===== src/rtl/dma_ctl_pkg.sv =====
package dma_ctl_pkg;

    localparam int unsigned CH_COUNT   = 8;
    localparam int unsigned ADDR_BITS  = 4;
    localparam int unsigned WORD_BITS  = 32;

    // word addresses of the bank
    localparam int unsigned A_RUN      = 0;
    localparam int unsigned A_CHEN     = 1;
    localparam int unsigned A_TFR_IE   = 2;
    localparam int unsigned A_ERR_IE   = 3;
    localparam int unsigned A_TFR_RAW  = 4;
    localparam int unsigned A_ERR_RAW  = 5;
    localparam int unsigned A_TFR_MSK  = 6;
    localparam int unsigned A_ERR_MSK  = 7;
    localparam int unsigned A_TFR_CLR  = 8;
    localparam int unsigned A_ERR_CLR  = 9;
    localparam int unsigned REG_COUNT  = 10;

    // index of each masked-write word in the merge array
    localparam int unsigned M_CHEN     = 0;
    localparam int unsigned M_TFR_IE   = 1;
    localparam int unsigned M_ERR_IE   = 2;
    localparam int unsigned MASKED_CNT = 3;

endpackage


===== src/rtl/dma_ctl_decode.sv =====
module dma_ctl_decode #(
    parameter int unsigned AW   = 4,
    parameter int unsigned NREG = 10
) (
    input  logic            wr,
    input  logic [AW-1:0]   addr,
    output logic [NREG-1:0] wr_hit,
    output logic [NREG-1:0] rd_sel
);

    for (genvar k = 0; k < NREG; k++) begin : g_slot
        assign rd_sel[k] = (addr == AW'(k));
        assign wr_hit[k] = wr && rd_sel[k];
    end

endmodule


===== src/rtl/dma_ctl_mask_merge.sv =====
module dma_ctl_mask_merge #(
    parameter int unsigned W = 8
) (
    input  logic [W-1:0] cur,
    input  logic [W-1:0] wen,
    input  logic [W-1:0] val,
    output logic [W-1:0] nxt
);

    assign nxt = (cur & ~wen) | (val & wen);

endmodule


===== src/rtl/dma_ctl_rdmux.sv =====
module dma_ctl_rdmux #(
    parameter int unsigned DW   = 32,
    parameter int unsigned NREG = 10
) (
    input  logic [NREG-1:0]         sel,
    input  logic [NREG-1:0][DW-1:0] words,
    output logic [DW-1:0]           rdata
);

    always_comb begin
        rdata = '0;
        for (int k = 0; k < NREG; k++) begin
            if (sel[k]) rdata = rdata | words[k];
        end
    end

endmodule


===== src/rtl/dma_ctl_regs.sv =====
module dma_ctl_regs
    import dma_ctl_pkg::*;
#(
    parameter int unsigned NCH = CH_COUNT,
    parameter int unsigned AW  = ADDR_BITS,
    parameter int unsigned DW  = WORD_BITS
) (
    input  logic           clk,
    input  logic           rst_n,
    input  logic           reg_wr,
    input  logic [AW-1:0]  reg_addr,
    input  logic [DW-1:0]  reg_wdata,
    output logic [DW-1:0]  reg_rdata,
    input  logic [NCH-1:0] ch_done,
    input  logic [NCH-1:0] tfr_set,
    input  logic [NCH-1:0] err_set,
    output logic [NCH-1:0] ch_run,
    output logic           irq
);

    localparam int unsigned NREG   = REG_COUNT;
    localparam int unsigned WE_LSB = NCH;
    localparam int unsigned WE_MSB = 2 * NCH - 1;

    typedef struct packed {
        logic           run;
        logic [NCH-1:0] ch_en;
        logic [NCH-1:0] tfr_ie;
        logic [NCH-1:0] err_ie;
        logic [NCH-1:0] tfr_raw;
        logic [NCH-1:0] err_raw;
    } state_t;

    state_t st_d, st_q;

    logic [NREG-1:0]         wr_hit;
    logic [NREG-1:0]         rd_sel;
    logic [NREG-1:0][DW-1:0] rd_words;
    logic [NCH-1:0]          wen_bits;
    logic [NCH-1:0]          val_bits;
    logic [NCH-1:0]          merge_cur [MASKED_CNT];
    logic [NCH-1:0]          merge_nxt [MASKED_CNT];
    logic [NCH-1:0]          tfr_clr, err_clr;
    logic [NCH-1:0]          tfr_msk, err_msk;
    logic [NCH-1:0]          ch_en_q, tfr_raw_q, err_raw_q;
    logic                    unused_wdata_hi;

    assign wen_bits        = reg_wdata[WE_MSB:WE_LSB];
    assign val_bits        = reg_wdata[NCH-1:0];
    assign unused_wdata_hi = ^reg_wdata[DW-1:WE_MSB+1];

    dma_ctl_decode #(.AW(AW), .NREG(NREG)) u_decode (
        .wr     (reg_wr),
        .addr   (reg_addr),
        .wr_hit (wr_hit),
        .rd_sel (rd_sel)
    );

    // a done pulse is applied before the masked write, so the write wins
    assign merge_cur[M_CHEN]   = st_q.ch_en & ~ch_done;
    assign merge_cur[M_TFR_IE] = st_q.tfr_ie;
    assign merge_cur[M_ERR_IE] = st_q.err_ie;

    for (genvar g = 0; g < MASKED_CNT; g++) begin : g_merge
        dma_ctl_mask_merge #(.W(NCH)) u_merge (
            .cur (merge_cur[g]),
            .wen (wen_bits),
            .val (val_bits),
            .nxt (merge_nxt[g])
        );
    end

    assign tfr_clr = wr_hit[A_TFR_CLR] ? val_bits : '0;
    assign err_clr = wr_hit[A_ERR_CLR] ? val_bits : '0;

    always_comb begin
        st_d = st_q;
        if (wr_hit[A_RUN]) st_d.run = reg_wdata[0];
        st_d.ch_en   = wr_hit[A_CHEN]   ? merge_nxt[M_CHEN]   : merge_cur[M_CHEN];
        st_d.tfr_ie  = wr_hit[A_TFR_IE] ? merge_nxt[M_TFR_IE] : merge_cur[M_TFR_IE];
        st_d.err_ie  = wr_hit[A_ERR_IE] ? merge_nxt[M_ERR_IE] : merge_cur[M_ERR_IE];
        // set is ORed in after the clear: set wins
        st_d.tfr_raw = (st_q.tfr_raw & ~tfr_clr) | tfr_set;
        st_d.err_raw = (st_q.err_raw & ~err_clr) | err_set;
    end

    always_ff @(posedge clk) begin
        if (!rst_n) st_q <= '0;
        else        st_q <= st_d;
    end

    assign tfr_msk = st_q.tfr_raw & st_q.tfr_ie;
    assign err_msk = st_q.err_raw & st_q.err_ie;

    always_comb begin
        rd_words             = '0;
        rd_words[A_RUN]      = DW'(st_q.run);
        rd_words[A_CHEN]     = DW'(st_q.ch_en);
        rd_words[A_TFR_IE]   = DW'(st_q.tfr_ie);
        rd_words[A_ERR_IE]   = DW'(st_q.err_ie);
        rd_words[A_TFR_RAW]  = DW'(st_q.tfr_raw);
        rd_words[A_ERR_RAW]  = DW'(st_q.err_raw);
        rd_words[A_TFR_MSK]  = DW'(tfr_msk);
        rd_words[A_ERR_MSK]  = DW'(err_msk);
    end

    dma_ctl_rdmux #(.DW(DW), .NREG(NREG)) u_rdmux (
        .sel   (rd_sel),
        .words (rd_words),
        .rdata (reg_rdata)
    );

    assign ch_en_q   = st_q.ch_en;
    assign tfr_raw_q = st_q.tfr_raw;
    assign err_raw_q = st_q.err_raw;
    assign ch_run    = st_q.ch_en & {NCH{st_q.run}};
    assign irq       = |{tfr_msk, err_msk};

endmodule


===== config.mk =====
export PLATFORM = sky130hd
export DESIGN_NAME = dma_ctl_regs
export DESIGN_NICKNAME = d
export VERILOG_FILES = /design/src/rtl/dma_ctl_pkg.sv /design/src/rtl/dma_ctl_decode.sv /design/src/rtl/dma_ctl_mask_merge.sv /design/src/rtl/dma_ctl_rdmux.sv /design/src/rtl/dma_ctl_regs.sv
export SDC_FILE = /design/constraint.sdc
export NUM_CORES = 1
export LEC_CHECK = 0
export ABC_AREA = 1
export BUFFER_PORTS_ARGS = -buffer_cell sky130_fd_sc_hd__buf_2
export CAP_MARGIN = 0
export CORE_ASPECT_RATIO = 1.4
export CORE_MARGIN = 1
export CORE_UTILIZATION = 46
export CTS_BUF_LIST = sky130_fd_sc_hd__clkbuf_8
export DETAILED_ROUTE_END_ITERATION = 16
export PLACE_DENSITY = 0.79
export RECOVER_POWER = 100
export SYNTH_ARGS = -nofsm -noshare
export SYNTH_HDL_FRONTEND = slang
export SYNTH_SLANG_ARGS = --single-unit

===== constraint.sdc =====
create_clock -name clk -period 1.4 [get_ports clk]
set_input_delay 0.35 -clock clk [delete_from_list [all_inputs] [get_ports clk]]
set_output_delay 0.35 -clock clk [all_outputs]
set_load 0.005 [all_outputs]

* Yosys cells after proc, flatten, opt, wreduce, memory -nomap -nowiden *
Index checks and enable logic that the tools add are counted.

word-level totals
  output and inout port bits = 41
  memory bits (read-only) = 0
  bits in registers = 41
  memories kept = 0
  input port bits = 63
  bits in latches = 0
  word-level logic and storage cells = 60
  memory bits (writable) = 0

operators by class
  shifts and indexed selects = 0
  add/subtract/negate cells = 0
  $lt $le $gt $ge = 0
  bitwise gates (word level) = 26
  divide/modulo/power cells = 0
  reductions and logical operators = 8
  mux-type cells = 11
  eq/ne operators = 9
  multiply operators = 0

operator list
  operator                                                          number
  32-bit two-way mux                                                7
  32-bit by 8-bit OR with 32-bit output                             7
  8-bit bitwise AND                                                 10
  8-bit OR                                                          5
  8-bit inverter                                                    4
  8-bit two-way mux                                                 3
  4-bit by 3-bit == test with 1-bit output (second input constant)  4
  16-bit OR reduction                                               1
  4-bit by 2-bit == test with 1-bit output (second input constant)  2
  4-bit == test (second input constant)                             2
  1-bit logical AND                                                 6
  4-bit by 1-bit == test with 1-bit output (second input constant)  1
  4-bit zero test                                                   1
  1-bit two-way mux                                                 1

* Logic depth before layout (Yosys ltp) *
  word-level depth = 16
  mapped depth = 7
  mapped depth without buffers = 7

* Cells and area by module *
Synthesis repeated with hierarchy kept, for this count alone.

second synthesis, totals
  cells, all modules = 1042
  area, all modules = 4936.0 um^2

modules (own cells, without submodules)
  module              cells an instance  area an instance (um^2)  instances  seq. area each (um^2)
  dma_ctl_rdmux       638                2585.0                   1          0.0
  dma_ctl_regs        266                1825.5                   1          820.8
  dma_ctl_mask_merge  32                 120.1                    3          0.0
  dma_ctl_decode      42                 165.2                    1          0.0

* Least setup slack after synthesis *
OpenSTA, ideal clock, no wires.

  path type = input to output
  from = input port reg_addr[3]
  to = output port reg_rdata[1]
  arrival = 1.076 ns
  path buffers = 2
  slack = -0.026 ns
  cell stages on the path = 7
  data required time = 1.050 ns
  cell sequence = nor2_2 > buf_4 > buf_4 > nand3_1 > o21ai_0 > nor2_1 > nand2_1

between the ends
  cells in the longest elaborated chain, start to end = 14
  elaborated cells on any way between the ends = 20
  classes of those cells = eq/ne: 7; mux: 7; bitwise: 6

RTL lines
  element                                   line                  source
  start, declared                           dma_ctl_regs.sv:11    input logic [AW-1:0] reg_addr,
  4-bit by 1-bit == test with 1-bit output  dma_ctl_decode.sv:12  assign rd_sel[k] = (addr == AW'(k));
  32-bit two-way mux                        dma_ctl_rdmux.sv:13   if (sel[k]) rdata = rdata | words[k];
  32-bit by 8-bit OR with 32-bit output     dma_ctl_rdmux.sv:13
  32-bit two-way mux                        dma_ctl_rdmux.sv:13
  32-bit by 8-bit OR with 32-bit output     dma_ctl_rdmux.sv:13
  32-bit two-way mux                        dma_ctl_rdmux.sv:13
  32-bit by 8-bit OR with 32-bit output     dma_ctl_rdmux.sv:13
  32-bit two-way mux                        dma_ctl_rdmux.sv:13
  32-bit by 8-bit OR with 32-bit output     dma_ctl_rdmux.sv:13
  32-bit two-way mux                        dma_ctl_rdmux.sv:13
  32-bit by 8-bit OR with 32-bit output     dma_ctl_rdmux.sv:13
  32-bit two-way mux                        dma_ctl_rdmux.sv:13
  32-bit by 8-bit OR with 32-bit output     dma_ctl_rdmux.sv:13
  32-bit two-way mux *                      dma_ctl_rdmux.sv:13
  end, declared                             dma_ctl_regs.sv:13    output logic [DW-1:0] reg_rdata,

Mark *: on every way between the ends. The rest lies on a longest branch, timed or not.

* Worst setup path in the final report *
  from = input port reg_addr[2]
  to = output port reg_rdata[7]

Same word-level chain as after synthesis.

==> flow_summary.toml <==
[setup_path]
crit_path_start_kind = "primary input"
cp_max_fo = 5
path_class = "in -> out"
critical_path_required_ns = 1.05
ff2ff_setup_slack_ns = 0.49
r2r_end = "ch_en_q[0]"
r2r-start = "ch_en_q[0]"
ff2ff_path_depth = 4
cp-end-kind = "output port"
arrival_ns = 1.28

[finish]
final_nets = 641
num-fill-cells = 484
final_cells = 645
area_delta_synth_final_pct = 35.4
final_common_cell = "nand2_1"
drive_gt1_share_pct = 31.4
multiInputGateArea_mm2 = 0.00166
mostFrequentLayoutCells = "nand2_1, inv_1, nor2_1"
utilization_pct = 65.9
antennaDiodeCount = 0
seqCellArea_um2 = 843

[sta]
hold_viol = 0
fmax_ghz = 0.612
tns_ns = -1.70
layout_min_cycle_time_ns = 1.63
rsz0062_at_grt = "true"
timing.final.crit_share_pct = 117
report.final.slew_viol_count = 0
skew_ns = 0
setup_ws_ns = -0.233
finalSetupViolations = 9

[yosys]
synth_top_family_by_area = "simple AND/OR/NAND/NOR gates"
synth_area_mm2 = 0.00275
synthXorXnorAreaFrac_pct = 0
synth_warnings = 0
syn_area_per_cell_um2 = 5.76
synth_mux_area_share_pct = 0
ys.flop_type = "dfxtp_1"
async_flop_share_pct = 0
synth_edf_count = 0
yosysSeqAreaShare_pct = 29.9
synth-simple-area-share_pct = 39.8
syn_inst = 477
synth.distinct_cells = 19
synth_fa_ha_area_share_pct = 0
synth-compound-area-share_pct = 10.3
ys_ff_latch = 41

[detailed_routing]
ant_nets = 0
wirelength_um = 8890
wl_per_cell_um = 13.8
dr_total_vias = 3334
drc_errors = 0
dr.pass1.iters = 5
avgViaCountPerCell = 5.17
first_iter_violations = 245

[worst_hold_path]
min_path_type = "in -> reg"
holdPathEnd = "err_raw_q[6]"
hold_depth = 3
worstHoldStart = "err_set[6]"

[place]
dp.cells = 629
port_buffers = 63
dp_slack_ns = -0.349
routabilityCongestion = 0.882
dpl.hpwl_um = 6020

[global_route]
antenna_found_initial = 0
track_usage_pct = 29.0
first_global_vias = 3192
grt_overflow = 0
grt_pass1_wl_um = 13900
grt_max_degree = 25

[pwr]
ir_drop_mv = 0.412
powerDensity_mw_per_mm2 = 669
p_leak_nw = 2.00

[clock_network]
hold_buffers = 0
clk_latency_ns = 0.30
clkTransAtPathRegs_ns = 0.08
cts_tree = "done"
cts_buffers = 5
cts_buffer_depth = 2
cts.sinks = 41
root_buffer = "clkbuf_8"
htreeDepth = 2

[die]
ios = 104
die-width_um = 67.3
die_height_um = 93.4
core_mm2 = 0.00565
initial_core_util_pct = 48.7
num_rows = 32
die_area_mm2 = 0.00629

[run_status]
violations = "setup timing"
outcome = "finished, violations left"

[job]
maxCapViolCount = 0
cells by family (layout without fill, tap and decap cells):
kind of cell,after synthesis,after routing
and+or+nand+nor,262,262
buffers and inverters,117,194
DFF,41,41
AOI/OAI and AO/OA,56,56
other,1,24
through the flow:
stage          area (um^2)  hold slack, ns  power, mW
6_report              3720           0.273       2.49
5_1_grt               3720           0.285       2.57
4_1_cts               3610           0.277       2.45
3_5_place_dp          3280           0.467       1.66
3_3_place_gp          3280           0.465       1.65
2_1_floorplan         2840           0.447       1.49
power by group:
part / internal (mW) / leakage, nW / switching (mW)
clock network: 0.329 / 0.0399 / 0.419
logic: 0.211 / 1.62 / 0.275
registers: 1.21 / 0.342 / 0.0437
what timing repair did:
item                                    CTS  global route
cloned                                    1             1
endpoints found under the setup margin    9            17
pin swaps                                28            15
resized for setup                        81            43
buffers inserted                          6             3
synth_stat cells, drive strengths merged (4+ instances only):
| cell type | instances | area share, % |
|---|---|---|
| nand4 | 12 | 2.7 |
| buf | 32 | 8.3 |
| a21oi | 25 | 4.6 |
| nor2 | 68 | 10 |
| nand3 | 31 | 5.6 |
| clkbuf | 4 | 0.55 |
| nand2 | 150 | 21 |
| o21ai | 30 | 5.5 |
| dfxtp | 41 | 30 |
| inv | 81 | 11 |
layout make-up:
class                           count  share of cell area (%)
Timing Repair Buffer              107                    19.9
Sequential cell                    41                    22.7
Clock buffer                        5                    1.85
Inverter                           81                    8.44
Multi-Input combinational cell    342                    44.7
Clock inverter                      1                   0.135
Tap cell                           68                    2.29
routing by layer:
metal,vias to the layer above,global-route usage [%],routed length (um)
li1,1616,-,-
met1,1469,31.8,3340
met2,188,47.8,4370
met3,61,5.12,580
met4,0,22.3,602
met5,-,0,0
critical path, cell delays in order:
cell and delay, ns:
buf_6 0.11, inv_4 0.05, nor2_4 0.03, buf_6 0.13, buf_12 0.13, nand3_1 0.07, o21ai_1 0.07, nor2_1 0.11
nand2_1 0.08, buf_2 0.13
worst max-delay path by stage:
stage | cells past startpoint | startpoint | slack, ns | end
floorplan | 7 | reg_addr[3] | 0.04 | reg_rdata[1]
global placement | 10 | reg_addr[2] | -0.34 | reg_rdata[5]
global route | 10 | reg_addr[2] | -0.27 | reg_rdata[7]
CTS | 9 | reg_addr[2] | -0.18 | reg_rdata[3]
detailed placement | 10 | reg_addr[2] | -0.35 | reg_rdata[5]
finish | 10 | reg_addr[2] | -0.23 | reg_rdata[7]
Note: power is estimated with default switching activity, not from simulation.
